**config.mk**
```make
export PLATFORM = sky130hd
export DESIGN_NAME = idle_io_redirect
export DESIGN_NICKNAME = d
export VERILOG_FILES = /design/src/rtl/idle_redir_pkg.sv /design/src/rtl/idle_lvl_decode.sv /design/src/rtl/idle_req_fsm.sv /design/src/rtl/idle_pass_mux.sv /design/src/rtl/idle_io_redirect.sv
export SDC_FILE = /design/constraint.sdc
export NUM_CORES = 1
export LEC_CHECK = 0
export ABC_AREA = 1
export BUFFER_PORTS_ARGS = -buffer_cell sky130_fd_sc_hd__buf_2
export CAP_MARGIN = 0
export CORE_AREA = 2 2 82 61
export CTS_CLUSTER_DIAMETER = 100
export DETAILED_ROUTE_END_ITERATION = 10
export DIE_AREA = 0 0 84 63
export PLACE_DENSITY = 0.86
export SLEW_MARGIN = 20
export SYNTH_ARGS = -nofsm -noshare
export SYNTH_HDL_FRONTEND = slang
export SYNTH_SLANG_ARGS = --single-unit
```
**constraint.sdc**
```tcl
create_clock -name clk -period 1.5 [get_ports clk]
set_input_delay 0.15 -clock clk [delete_from_list [all_inputs] [get_ports clk]]
set_output_delay 0.15 -clock clk [all_outputs]
set_load 0.05 [all_outputs]
```
**src/rtl/idle_redir_pkg.sv**
```systemverilog
package idle_redir_pkg;

  localparam int CS_W  = 4;
  localparam int SUB_W = 4;

  typedef enum logic [1:0] {
    ST_IDLE = 2'd0,
    ST_REQ  = 2'd1,
    ST_CPL  = 2'd2
  } redir_state_e;

  typedef struct packed {
    logic [CS_W-1:0]  state;
    logic [SUB_W-1:0] sub;
    logic             wake_masked;
  } cs_req_t;

  // Idle level to C-state number: level 2 -> C3, deeper levels -> C6.
  function automatic logic [CS_W-1:0] lvl_to_cstate(input int lvl);
    if (lvl == 2) return CS_W'(3);
    return CS_W'(6);
  endfunction

endpackage

```
**src/rtl/idle_lvl_decode.sv**
```systemverilog
module idle_lvl_decode
  import idle_redir_pkg::*;
#(
  parameter int AW        = 16,
  parameter int LW        = 3,
  parameter int LVL_FIRST = 2,
  parameter int LVL_COUNT = 2,
  parameter int LVL_OFS   = 2
) (
  input  logic            cfg_en,
  input  logic [AW-1:0]   cfg_base,
  input  logic [LW-1:0]   cfg_limit,
  input  logic [AW-1:0]   rd_addr,
  output logic            trap_hit,
  output logic [CS_W-1:0] trap_code
);

  logic [LVL_COUNT-1:0] lvl_hit;
  logic [CS_W-1:0]      lvl_code [LVL_COUNT];

  for (genvar i = 0; i < LVL_COUNT; i++) begin : g_lvl
    localparam int LVL = LVL_FIRST + i;
    logic [AW-1:0] slot;
    logic          allowed;
    assign slot        = cfg_base + AW'(LVL + LVL_OFS);
    assign allowed     = (LW'(LVL) <= cfg_limit);
    assign lvl_hit[i]  = cfg_en && allowed && (rd_addr == slot);
    assign lvl_code[i] = lvl_to_cstate(LVL);
  end

  always_comb begin
    trap_code = '0;
    for (int i = 0; i < LVL_COUNT; i++) begin
      if (lvl_hit[i]) trap_code = trap_code | lvl_code[i];
    end
  end

  assign trap_hit = |lvl_hit;

endmodule

```
**src/rtl/idle_req_fsm.sv**
```systemverilog
module idle_req_fsm
  import idle_redir_pkg::*;
(
  input  logic             clk,
  input  logic             rst_n,
  input  logic             rd_valid,
  input  logic             trap_hit,
  input  logic [CS_W-1:0]  trap_code,
  input  logic             cs_ready,
  output logic             cs_valid,
  output logic [CS_W-1:0]  cs_state,
  output logic [SUB_W-1:0] cs_sub,
  output logic             cs_wake_masked,
  output logic             busy,
  output logic             trap_done
);

  redir_state_e st_q, st_d;
  cs_req_t      req_q, req_d;

  always_comb begin
    st_d  = st_q;
    req_d = req_q;
    unique case (st_q)
      ST_IDLE: if (rd_valid && trap_hit) begin
        st_d              = ST_REQ;
        req_d.state       = trap_code;
        req_d.sub         = '0;
        req_d.wake_masked = 1'b1;
      end
      ST_REQ:  if (cs_ready) st_d = ST_CPL;
      ST_CPL:  st_d = ST_IDLE;
      default: st_d = ST_IDLE;
    endcase
  end

  always_ff @(posedge clk or negedge rst_n) begin
    if (!rst_n) begin
      st_q  <= ST_IDLE;
      req_q <= '0;
    end else begin
      st_q  <= st_d;
      req_q <= req_d;
    end
  end

  assign cs_valid       = (st_q == ST_REQ);
  assign cs_state       = req_q.state;
  assign cs_sub         = req_q.sub;
  assign cs_wake_masked = req_q.wake_masked;
  assign busy           = (st_q != ST_IDLE);
  assign trap_done      = (st_q == ST_CPL);

endmodule

```
**src/rtl/idle_pass_mux.sv**
```systemverilog
module idle_pass_mux #(
  parameter int AW = 16,
  parameter int DW = 32
) (
  input  logic          rd_valid,
  input  logic [AW-1:0] rd_addr,
  input  logic          io_ready,
  input  logic          trap_hit,
  input  logic          busy,
  input  logic          trap_done,
  output logic          io_valid,
  output logic [AW-1:0] io_addr,
  output logic          rd_ready,
  output logic          cpl_valid,
  output logic [DW-1:0] cpl_data
);

  logic forward;

  assign forward   = !trap_hit && !busy;
  assign io_valid  = rd_valid && forward;
  assign io_addr   = rd_addr;
  assign rd_ready  = busy ? trap_done : (forward && io_ready);
  assign cpl_valid = trap_done;
  assign cpl_data  = '0;

endmodule

```
**src/rtl/idle_io_redirect.sv**
```systemverilog
module idle_io_redirect
  import idle_redir_pkg::*;
#(
  parameter int AW        = 16,
  parameter int DW        = 32,
  parameter int LW        = 3,
  parameter int LVL_FIRST = 2,
  parameter int LVL_COUNT = 2
) (
  input  logic             clk,
  input  logic             rst_n,
  input  logic             rd_valid,
  input  logic [AW-1:0]    rd_addr,
  output logic             rd_ready,
  output logic             cpl_valid,
  output logic [DW-1:0]    cpl_data,
  output logic             io_valid,
  output logic [AW-1:0]    io_addr,
  input  logic             io_ready,
  input  logic             cfg_en,
  input  logic [AW-1:0]    cfg_base,
  input  logic [LW-1:0]    cfg_limit,
  output logic             cs_valid,
  input  logic             cs_ready,
  output logic [CS_W-1:0]  cs_state,
  output logic [SUB_W-1:0] cs_sub,
  output logic             cs_wake_masked
);

  logic            trap_hit;
  logic [CS_W-1:0] trap_code;
  logic            busy;
  logic            trap_done;

  idle_lvl_decode #(
    .AW(AW), .LW(LW), .LVL_FIRST(LVL_FIRST), .LVL_COUNT(LVL_COUNT), .LVL_OFS(2)
  ) u_decode (
    .cfg_en   (cfg_en),
    .cfg_base (cfg_base),
    .cfg_limit(cfg_limit),
    .rd_addr  (rd_addr),
    .trap_hit (trap_hit),
    .trap_code(trap_code)
  );

  idle_req_fsm u_fsm (
    .clk           (clk),
    .rst_n         (rst_n),
    .rd_valid      (rd_valid),
    .trap_hit      (trap_hit),
    .trap_code     (trap_code),
    .cs_ready      (cs_ready),
    .cs_valid      (cs_valid),
    .cs_state      (cs_state),
    .cs_sub        (cs_sub),
    .cs_wake_masked(cs_wake_masked),
    .busy          (busy),
    .trap_done     (trap_done)
  );

  idle_pass_mux #(.AW(AW), .DW(DW)) u_mux (
    .rd_valid (rd_valid),
    .rd_addr  (rd_addr),
    .io_ready (io_ready),
    .trap_hit (trap_hit),
    .busy     (busy),
    .trap_done(trap_done),
    .io_valid (io_valid),
    .io_addr  (io_addr),
    .rd_ready (rd_ready),
    .cpl_valid(cpl_valid),
    .cpl_data (cpl_data)
  );

endmodule

```
==> results, run 1 <==
- The share of the clock period used by the worst path after layout is 118%.
- The initial detailed-routing violation count is 158.
- From left edge to right edge, the die measures 84 um.
- The number of placed cells counting well taps is 433.
- In the final layout, the share of cells above drive strength 1 is 38.4%.
- The most common cell in the synthesized netlist is sky130_fd_sc_hd__nand2_1.
- The sequential share of the synthesized area is 8.68%.
- The fraction of synthesized cell area taken by the top area cell type is 23.6%.
- Pin placement for this block handled a little over 100 I/O pins.
- The gate family responsible for the most delay along the worst path is simple AND/OR/NAND/NOR gates.
- In the final routed layout, each cell accounts on average for about 11 um.
- From synthesis to final layout, the design area changed by 38.5%.
- The critical path contains buffers and inverters numbering 2 combined.
- The all-layer global routing usage is between 10% and 20%.
- The overall power is roughly 1.2 mW.
- Summed over all cells, the static leakage comes to between 1 and 1.5 nW.
- The first global-routing pass estimated a little under 8000 um of wire.
- The commonest register cell after synthesis is sky130_fd_sc_hd__dfrtp_1.
- The category of the most critical setup path is in -> out.
- In the synthesized netlist, the cells that appear most often are sky130_fd_sc_hd__nand2_1 (109), sky130_fd_sc_hd__buf_4 (53), sky130_fd_sc_hd__inv_1 (37).
- Excluding fillers, the count of instances in the completed layout stands at 445.
- The clock slew at the register clock pins of the worst setup and hold paths is 0.04 ns.
- The worst slack after detailed placement is -0.539 ns.
- The cell area after synthesis is 1730 um2.
- Along the worst path, the maximum fanout reaches 4.
- The count of cells along the worst register-to-register path is 6.
- The post-synthesis register bit count is 6.
- The number of buffers created by CTS is 3.
- The total area inside the core boundary comes to 4550 um2.
- The maximum clock frequency is 0.563 GHz.
- The setup slack of the critical path after layout is -0.276 ns.
- After synthesis, the mean cell area works out to 5.65 um2.
- During synthesis, Yosys emitted a total of 0 warnings.
- The synthesized design spends more area on one cell type than any other, namely sky130_fd_sc_hd__nand2_1.
- The depth of the critical timing path with buffers and inverters included is 12.
- The number of standard-cell rows in the floorplan is 21.
- Synthesis handed over a netlist of around 300 instances.
- The floorplan step defined a die boundary enclosing 5290 um2.
- Setup violations remaining at the end of the flow were counted as 7.
- Counting distinct cell types in the post-synthesis netlist gives 23.
- For this design the ratio of total power to cell area is 506 nW/um2.
- 0 antenna diodes ended up in the layout.
- The via count of the first global-routing pass is 1822.
- For this configuration, the core starts out at a cell density of 38.1%.
- The worst setup path is captured at a primary output.
- In this run the worst hold path is classified as in -> reg.
- The count of endpoints failing hold in the final timing report is 0.
- Hold is met by 0.198 ns.
- Clock tree synthesis selected as its root buffer the cell sky130_fd_sc_hd__clkbuf_8.
- The final layout contains routed wiring with a total length of 5030 um.
- Buffers placed on the I/O ports in this run total 64.
- Once detailed placement completed, the half-perimeter wirelength came to 3830 um.
- In the post-synthesis netlist, the biggest area contributors are sky130_fd_sc_hd__nand2_1 (24%), sky130_fd_sc_hd__buf_4 (23%), sky130_fd_sc_hd__dfrtp_1 (8.7%).
- No sink is reached through more buffers than the 2 on the longest clock path.
- The critical path goes through buf_2 > nand2_1 > nor2_2 > nand2_2 > o21ai_0 > nand2_1 > nand2_1 > nor2_1 > nand3_2 > nand2_4 > nor3_4 > buf_6.
- After layout, the minimum clock period comes to 1.78 ns.
- The aggregate negative setup slack is -1.21 ns.
- The number of H-tree levels is 1.
- The dominant cell type by count on the critical path is sky130_fd_sc_hd__nand2_1.
- The final reports fail on negative setup slack.
- In the routed layout, each cell is associated on average with a via count of around 4.5.
- For this run, asynchronously set or reset flops after synthesis account for 100%.
- TritonCTS built the clock tree.
- The first detailed-routing pass took 4 iterations.
- Entering global routing, the biggest net connects 9 pins.
- The remaining global-route overflow is 0.
- The number of antenna violations at the first check in global routing is 0.
- For this run, the slowest stage of the critical path takes 0.26 ns.
- The run finished, with violations left.
- The endpoint required time on the critical path is 1.35 ns.
- The worst hold path depth is 3.
- The number of pins with negative max-slew slack in the final report is 0.
- The net count of the finished layout is 434.
- The number of enable flip-flop cells after synthesis is 0.
- The residual DRC count is 0.
- The number of vias after detailed routing is 2018.
- The critical path launch point type is an input pin.
- Among all stages on the critical path, the largest delay is contributed by sky130_fd_sc_hd__o21ai_0.
- The final clock skew is 0.00621 ns.
- Setup repair after global routing could not meet its margin everywhere.
- The latest clock arrival within the worst-skew pair is 0.22 ns.
- The count of nets left with antenna violations after detail routing is 0.
- The floorplan step set the die height to 63 um.
- At the end of routability-driven placement, the weighted congestion stood at approximately 0.9.
- Data on the critical path arrives at its endpoint at 1.63 ns.
- Counting every sink on the clock net gives 6.
- Across the VDD grid, the largest voltage drop is 305 uV.
- The number of max-capacitance violations reported is 0.
-- logic make-up after synthesis --
| kind of cell | Yosys count | share of synthesized area, % |
|---|---|---|
| simple gates | 174 | 44.6 |
| buf+inv | 94 | 31.9 |
| xor+xnor | 19 | 9.62 |
| compound gates | 9 | 2.82 |
| flops | 6 | 8.68 |
| fa+ha+maj | 3 | 2.17 |
| other cells | 1 | 0.217 |
-- layer usage --
layer / track usage [%] / vias up / part of all wire (%)
met3: 3.83 / 16 / 8.6
met5: 0 / - / 0
met1: 22.0 / 896 / 41
met2: 31.9 / 105 / 48
li1: - / 1001 / -
met4: 3.63 / 0 / 1.9
-- cell type report --
cell class | count | area [um2]
Clock buffer | 3 | 41.3
Fill cell | 420 | 2150
Inverter | 41 | 178
Multi-Input combinational cell | 242 | 1340
Sequential cell | 6 | 150
Tap cell | 57 | 71.3
Timing Repair Buffer | 96 | 621
-- worst paths after layout --
path	startpoint	end	slack [ns]
max in group asynchronous	rst_n	u_fsm.cs_wake_masked	1.05
worst max register to register	u_fsm.st_q[0]	u_fsm.cs_state[2]	0.15
worst min register to register	u_fsm.st_q[1]	u_fsm.st_q[1]	0.47
worst min-delay path	cs_ready	u_fsm.st_q[1]	0.20
worst max-delay path	cfg_base[11]	io_valid	-0.28
min in group asynchronous	rst_n	u_fsm.st_q[0]	0.30
-- per-stage QoR --
step	instance area, um2	util, %
floorplan	1960	-
global placement	2130	46.9
detailed placement	2130	46.9
CTS	2310	50.7
global route	2400	52.7
finish	2400	52.7
-- repair_timing --
action	CTS	global route
pin swaps	22	19
gates resized for setup	31	15
setup buffers	5	4
hold buffers	1	0
endpoints found under the setup margin	7	7
hold endpoints to repair	6	0
-- power by group --
| group | switching (mW) | internal [mW] | leakage [nW] |
|---|---|---|---|
| combinational | 0.575 | 0.237 | 1.30 |
| clock | 0.0666 | 0.172 | 0.0216 |
| sequential | 0.00000161 | 0.163 | 0.0734 |
| total | 0.641 | 0.572 | 1.40 |
-- flip-flops by register name, summed over array words and instances, names as in the netlist --
signal,flops
u_fsm.cs_wake_masked,1
u_fsm.cs_state,3
u_fsm.st_q,2
-- cell usage in the layout, fill, tap and decap left out, drive strengths merged --
| master | Yosys | final |
|---|---|---|
| xnor2 | 9 | 9 |
| a21oi | 1 | 1 |
| nand3 | 21 | 21 |
| nand4 | 4 | 4 |
| o22ai | 1 | 1 |
| ha | 3 | 3 |
| buf | 53 | 95 |
| nor2 | 32 | 32 |
| a21boi | 1 | 1 |
| o21ai | 6 | 6 |
| dfrtp | 6 | 6 |
| nand2 | 115 | 115 |
| dlygate4sd3 | 0 | 1 |
| conb | 1 | 37 |
| nor3 | 2 | 2 |
| xor2 | 10 | 10 |
| inv | 41 | 41 |
| clkbuf | 0 | 3 |
-- worst min-delay path: stages --
cell,delay [ns]
sky130_fd_sc_hd__buf_2,0.10
sky130_fd_sc_hd__inv_1,0.08
sky130_fd_sc_hd__nor3_1,0.05
(Power assumes the default switching activity.)
==> run 2: changes to the inputs <==
--- a/config.mk
+++ b/config.mk
@@ -13,6 +13,7 @@
 export DETAILED_ROUTE_END_ITERATION = 10
 export DIE_AREA = 0 0 84 63
 export PLACE_DENSITY = 0.86
+export RECOVER_POWER = 50
 export SLEW_MARGIN = 20
 export SYNTH_ARGS = -nofsm -noshare
 export SYNTH_HDL_FRONTEND = slang
==> run 2 against run 1 <==
Effect of this change:
- the run still ends with negative setup slack left
- clock power hardly changed
- global-route usage stayed put
- hold slack improved by 0.00058 ns
- utilization down 0.25 points
- sequential power about the same
- first-iteration DRC count down 39%
- register-to-register slack hardly changed
- design area shrank 0.47%
- critical endpoint unchanged
==> results, run 2 (synthesis gave the netlist of run 1 again) <==
- The antenna diode instance count is 0 (unchanged).
- The data arrival time of the critical path is 1.63 ns (about the same).
- The number of placed cells counting well taps came to 433 (unchanged).
- The deepest clock path buffer count is 2 (unchanged).
- The endpoint required time on the critical path is 1.35 ns (about the same).
- The wire length reported by the detailed router is 5030 um (about the same).
- The final clock skew is 0.00603 ns (was 0.00621 ns).
- The remaining global-route overflow is 0 (unchanged).
- The floorplan die area is 5290 um2 (unchanged).
- The launching instance or port of the critical path is cfg_base[11] (unchanged).
- The critical path launch point type is an input pin (unchanged).
- The number of standard-cell rows in the floorplan came to 21 (unchanged).
- The final hold slack is 0.199 ns (was 0.198 ns).
- Setup repair after global routing missed its margin: yes (unchanged).
- The worst hold path class was in -> reg (unchanged).
- The first-pass detailed-route iteration total was 4 (unchanged).
- The clock slew at the register clock pins of the worst setup and hold paths is 0.04 ns (about the same).
- The end point of the critical path is io_valid (unchanged).
- The number of buffers created by CTS is 3 (unchanged).
- The latest clock arrival within the worst-skew pair is 0.22 ns (about the same).
- Status: finished with violations (unchanged).
- The maximum number of pins on one net before global-route repair is 9 (unchanged).
- The via density per instance was 4.53 (about the same).
- The all-layer global routing usage is 17.8% (unchanged).
- The weighted congestion at the end of routability-driven global placement is 0.881 (unchanged).
- The number of setup violations in the final report is 7 (unchanged).
- The met3 demand-to-capacity share in global routing is 3.83% (unchanged).
- The area of the multi-input gates is 1340 um2 (unchanged).
- The net count of the finished layout is 434 (unchanged).
- The end-of-flow core utilization is 52.5% (was 52.7%).
- The category of the most critical setup path is in -> out (unchanged).
- The busiest layer in global routing is met2 (unchanged).
- The layout overhead on the synthesized area is 37.8% (was 38.5%).
- Violated checks: negative setup slack (unchanged).
- The CTS sink count came to 6 (unchanged).
- The initial detailed-routing violation count is 97 (was 158).
- The CTS tree is done (unchanged).
- The residual DRC count was 0 (unchanged).
- The average wire length per cell after detail routing is 11.3 um (about the same).
- The met1 track utilization from global routing was 22.0% (unchanged).
- The setup slack of the critical path after layout is -0.280 ns (was -0.276 ns).
- Most used cells in the layout excluding fill and tap cells: sky130_fd_sc_hd__nand2_1 (100), sky130_fd_sc_hd__buf_2 (49), sky130_fd_sc_hd__conb_1 (37) (was sky130_fd_sc_hd__nand2_1 (100), sky130_fd_sc_hd__buf_2 (58), sky130_fd_sc_hd__conb_1 (37)).
- The cell area after placement was 2130 um2 (unchanged).
- The launching point of the worst reg2reg path is u_fsm.st_q[0] (unchanged).
- The total core area is 4550 um2 (unchanged).
- The number of pins with negative max-slew slack in the final report is 0 (unchanged).
- The count of nets left with antenna violations after detail routing is 0 (unchanged).
- The register-to-register setup slack is 0.14 ns (was 0.15 ns).
- The areal power density over the cells was 507 nW/um2 (was 506 nW/um2).
- The overall die width came to 84 um (unchanged).
- The number of standard cells in the layout, taps in and fillers out is 445 (unchanged).
- The number of filler instances in the final layout was 426 (was 420).
- The number of antenna violations at the first check in global routing is 0 (unchanged).
- The number of top-level design ports is 102 (unchanged).
- The effective utilization at floorplan is 38.1% (unchanged).
- The first-pass GRT wire length was 7910 um (unchanged).
- The leakage power is 1.37 nW (was 1.40 nW).
- The leading cell type in the layout, fill and taps excluded is sky130_fd_sc_hd__nand2_1 (unchanged).
- The maximum clock frequency is 0.562 GHz (was 0.563 GHz).
- The height of the chip is 63 um (unchanged).
- The sequential cell area in the final layout is 150 um2 (unchanged).
- The share of layout cells above drive strength 1 came to 36.1% (was 38.4%).
- The highest fanout seen on the critical path is 4 (unchanged).
- The worst-margin pin slew is slightly below 0.6 ns.
- The count of cells along the worst register-to-register path is 6 (unchanged).
- The share of the clock period used by the worst path after layout was 119% (was 118%).
- The number of vias after detailed routing is 2015 (was 2018).
- The number of max-capacitance violations reported is 0 (unchanged).
- The HPWL after detailed placement is 3830 um (unchanged).
- The worst slack after detailed placement is -0.539 ns (unchanged).
- The clock period minus final worst setup slack was 1.78 ns (about the same).
- The reg-to-reg critical path endpoint is u_fsm.cs_state[2] (unchanged).
- The via count of the first global-routing pass is 1822 (unchanged).
- The number of flip-flops under the largest register name came to 3 (unchanged).
- The count of input and output buffers was 64 (unchanged).
- The count of endpoints failing hold in the final timing report is 0 (unchanged).
- The worst slew slack as a fraction of its limit is 60.4%.
- The fraction of met2 tracks used by global routing is 31.9% (unchanged).
- The peak ir drop on the vdd network is 305 uV (about the same).
- The root buffer cell is sky130_fd_sc_hd__clkbuf_8 (unchanged).
- The cell area after layout is 2380 um2 (was 2400 um2).
- The endpoint kind of the worst setup timing path is a primary output (unchanged).
- The number of H-tree levels is 1 (unchanged).
run 2: cell count changes in the layout (fill, tap and decap cells not counted), sizes merged:
cell    before  now
clkbuf       3   12
buf         95   86
run 2: worst min path at each step:
stage / cells past startpoint / from / slack, ns / to
2_1_floorplan: 0 / rst_n / -0.15 / u_fsm.cs_state[0]
3_3_place_gp: 1 / rst_n / -0.02 / u_fsm.st_q[0]
3_5_place_dp: 1 / rst_n / -0.02 / u_fsm.st_q[0]
4_1_cts: 3 / cs_ready / 0.17 / u_fsm.st_q[1]
5_1_grt: 3 / cs_ready / 0.20 / u_fsm.st_q[1]
6_report: 3 / cs_ready / 0.20 / u_fsm.st_q[1]
run 2: critical path, stage by stage:
cell and delay [ns]:
sky130_fd_sc_hd__buf_2 0.14, sky130_fd_sc_hd__nand2_1 0.08, sky130_fd_sc_hd__nor2_2 0.15, sky130_fd_sc_hd__nand2_2 0.13
sky130_fd_sc_hd__o21ai_0 0.26, sky130_fd_sc_hd__nand2_1 0.09, sky130_fd_sc_hd__nand2_1 0.08, sky130_fd_sc_hd__nor2_1 0.06
sky130_fd_sc_hd__nand3_2 0.10, sky130_fd_sc_hd__nand2_4 0.08, sky130_fd_sc_hd__nor3_4 0.12, sky130_fd_sc_hd__buf_6 0.18
run 2: per-layer routing:
metal | vias to the layer above | share of wire [%]
met5 | - | 0
met4 | 0 | 1.9
met3 | 16 | 9.4
met2 | 116 | 48
met1 | 884 | 40
li1 | 999 | -
run 2: what timing repair did:
item                                   in CTS  in global routing
gates resized for setup                    31                 15
endpoints found under the hold margin       6                  0
gates cloned                                0                  0
pin swaps                                  22                 19
buffers inserted                            5                  4
hold buffers                                1                  0
setup endpoints to repair                   7                  7
run 2: where the power goes:
group          leakage (nW)  internal (mW)  switching, mW
clock                0.0216          0.172         0.0663
combinational          1.28          0.234          0.575
sequential           0.0734          0.163     0.00000160
total                  1.37          0.569          0.641
run 2: per-stage QoR:
step	power, mW	setup TNS (ns)
floorplan	0.800	-0.171
global placement	0.897	-2.36
detailed placement	0.910	-2.67
CTS	1.18	-0.610
global route	1.28	-2.09
finish	1.21	-1.23
run 2: final cells by class:
| cell class | count | share of cell area (%) |
|---|---|---|
| flip-flops and latches | 6 | 6.30 |
| repair buffers | 96 | 25.6 |
| inverters | 41 | 7.45 |
| multi-input cells | 242 | 56.0 |
| well taps | 57 | 2.99 |
| clock buffers | 3 | 1.73 |
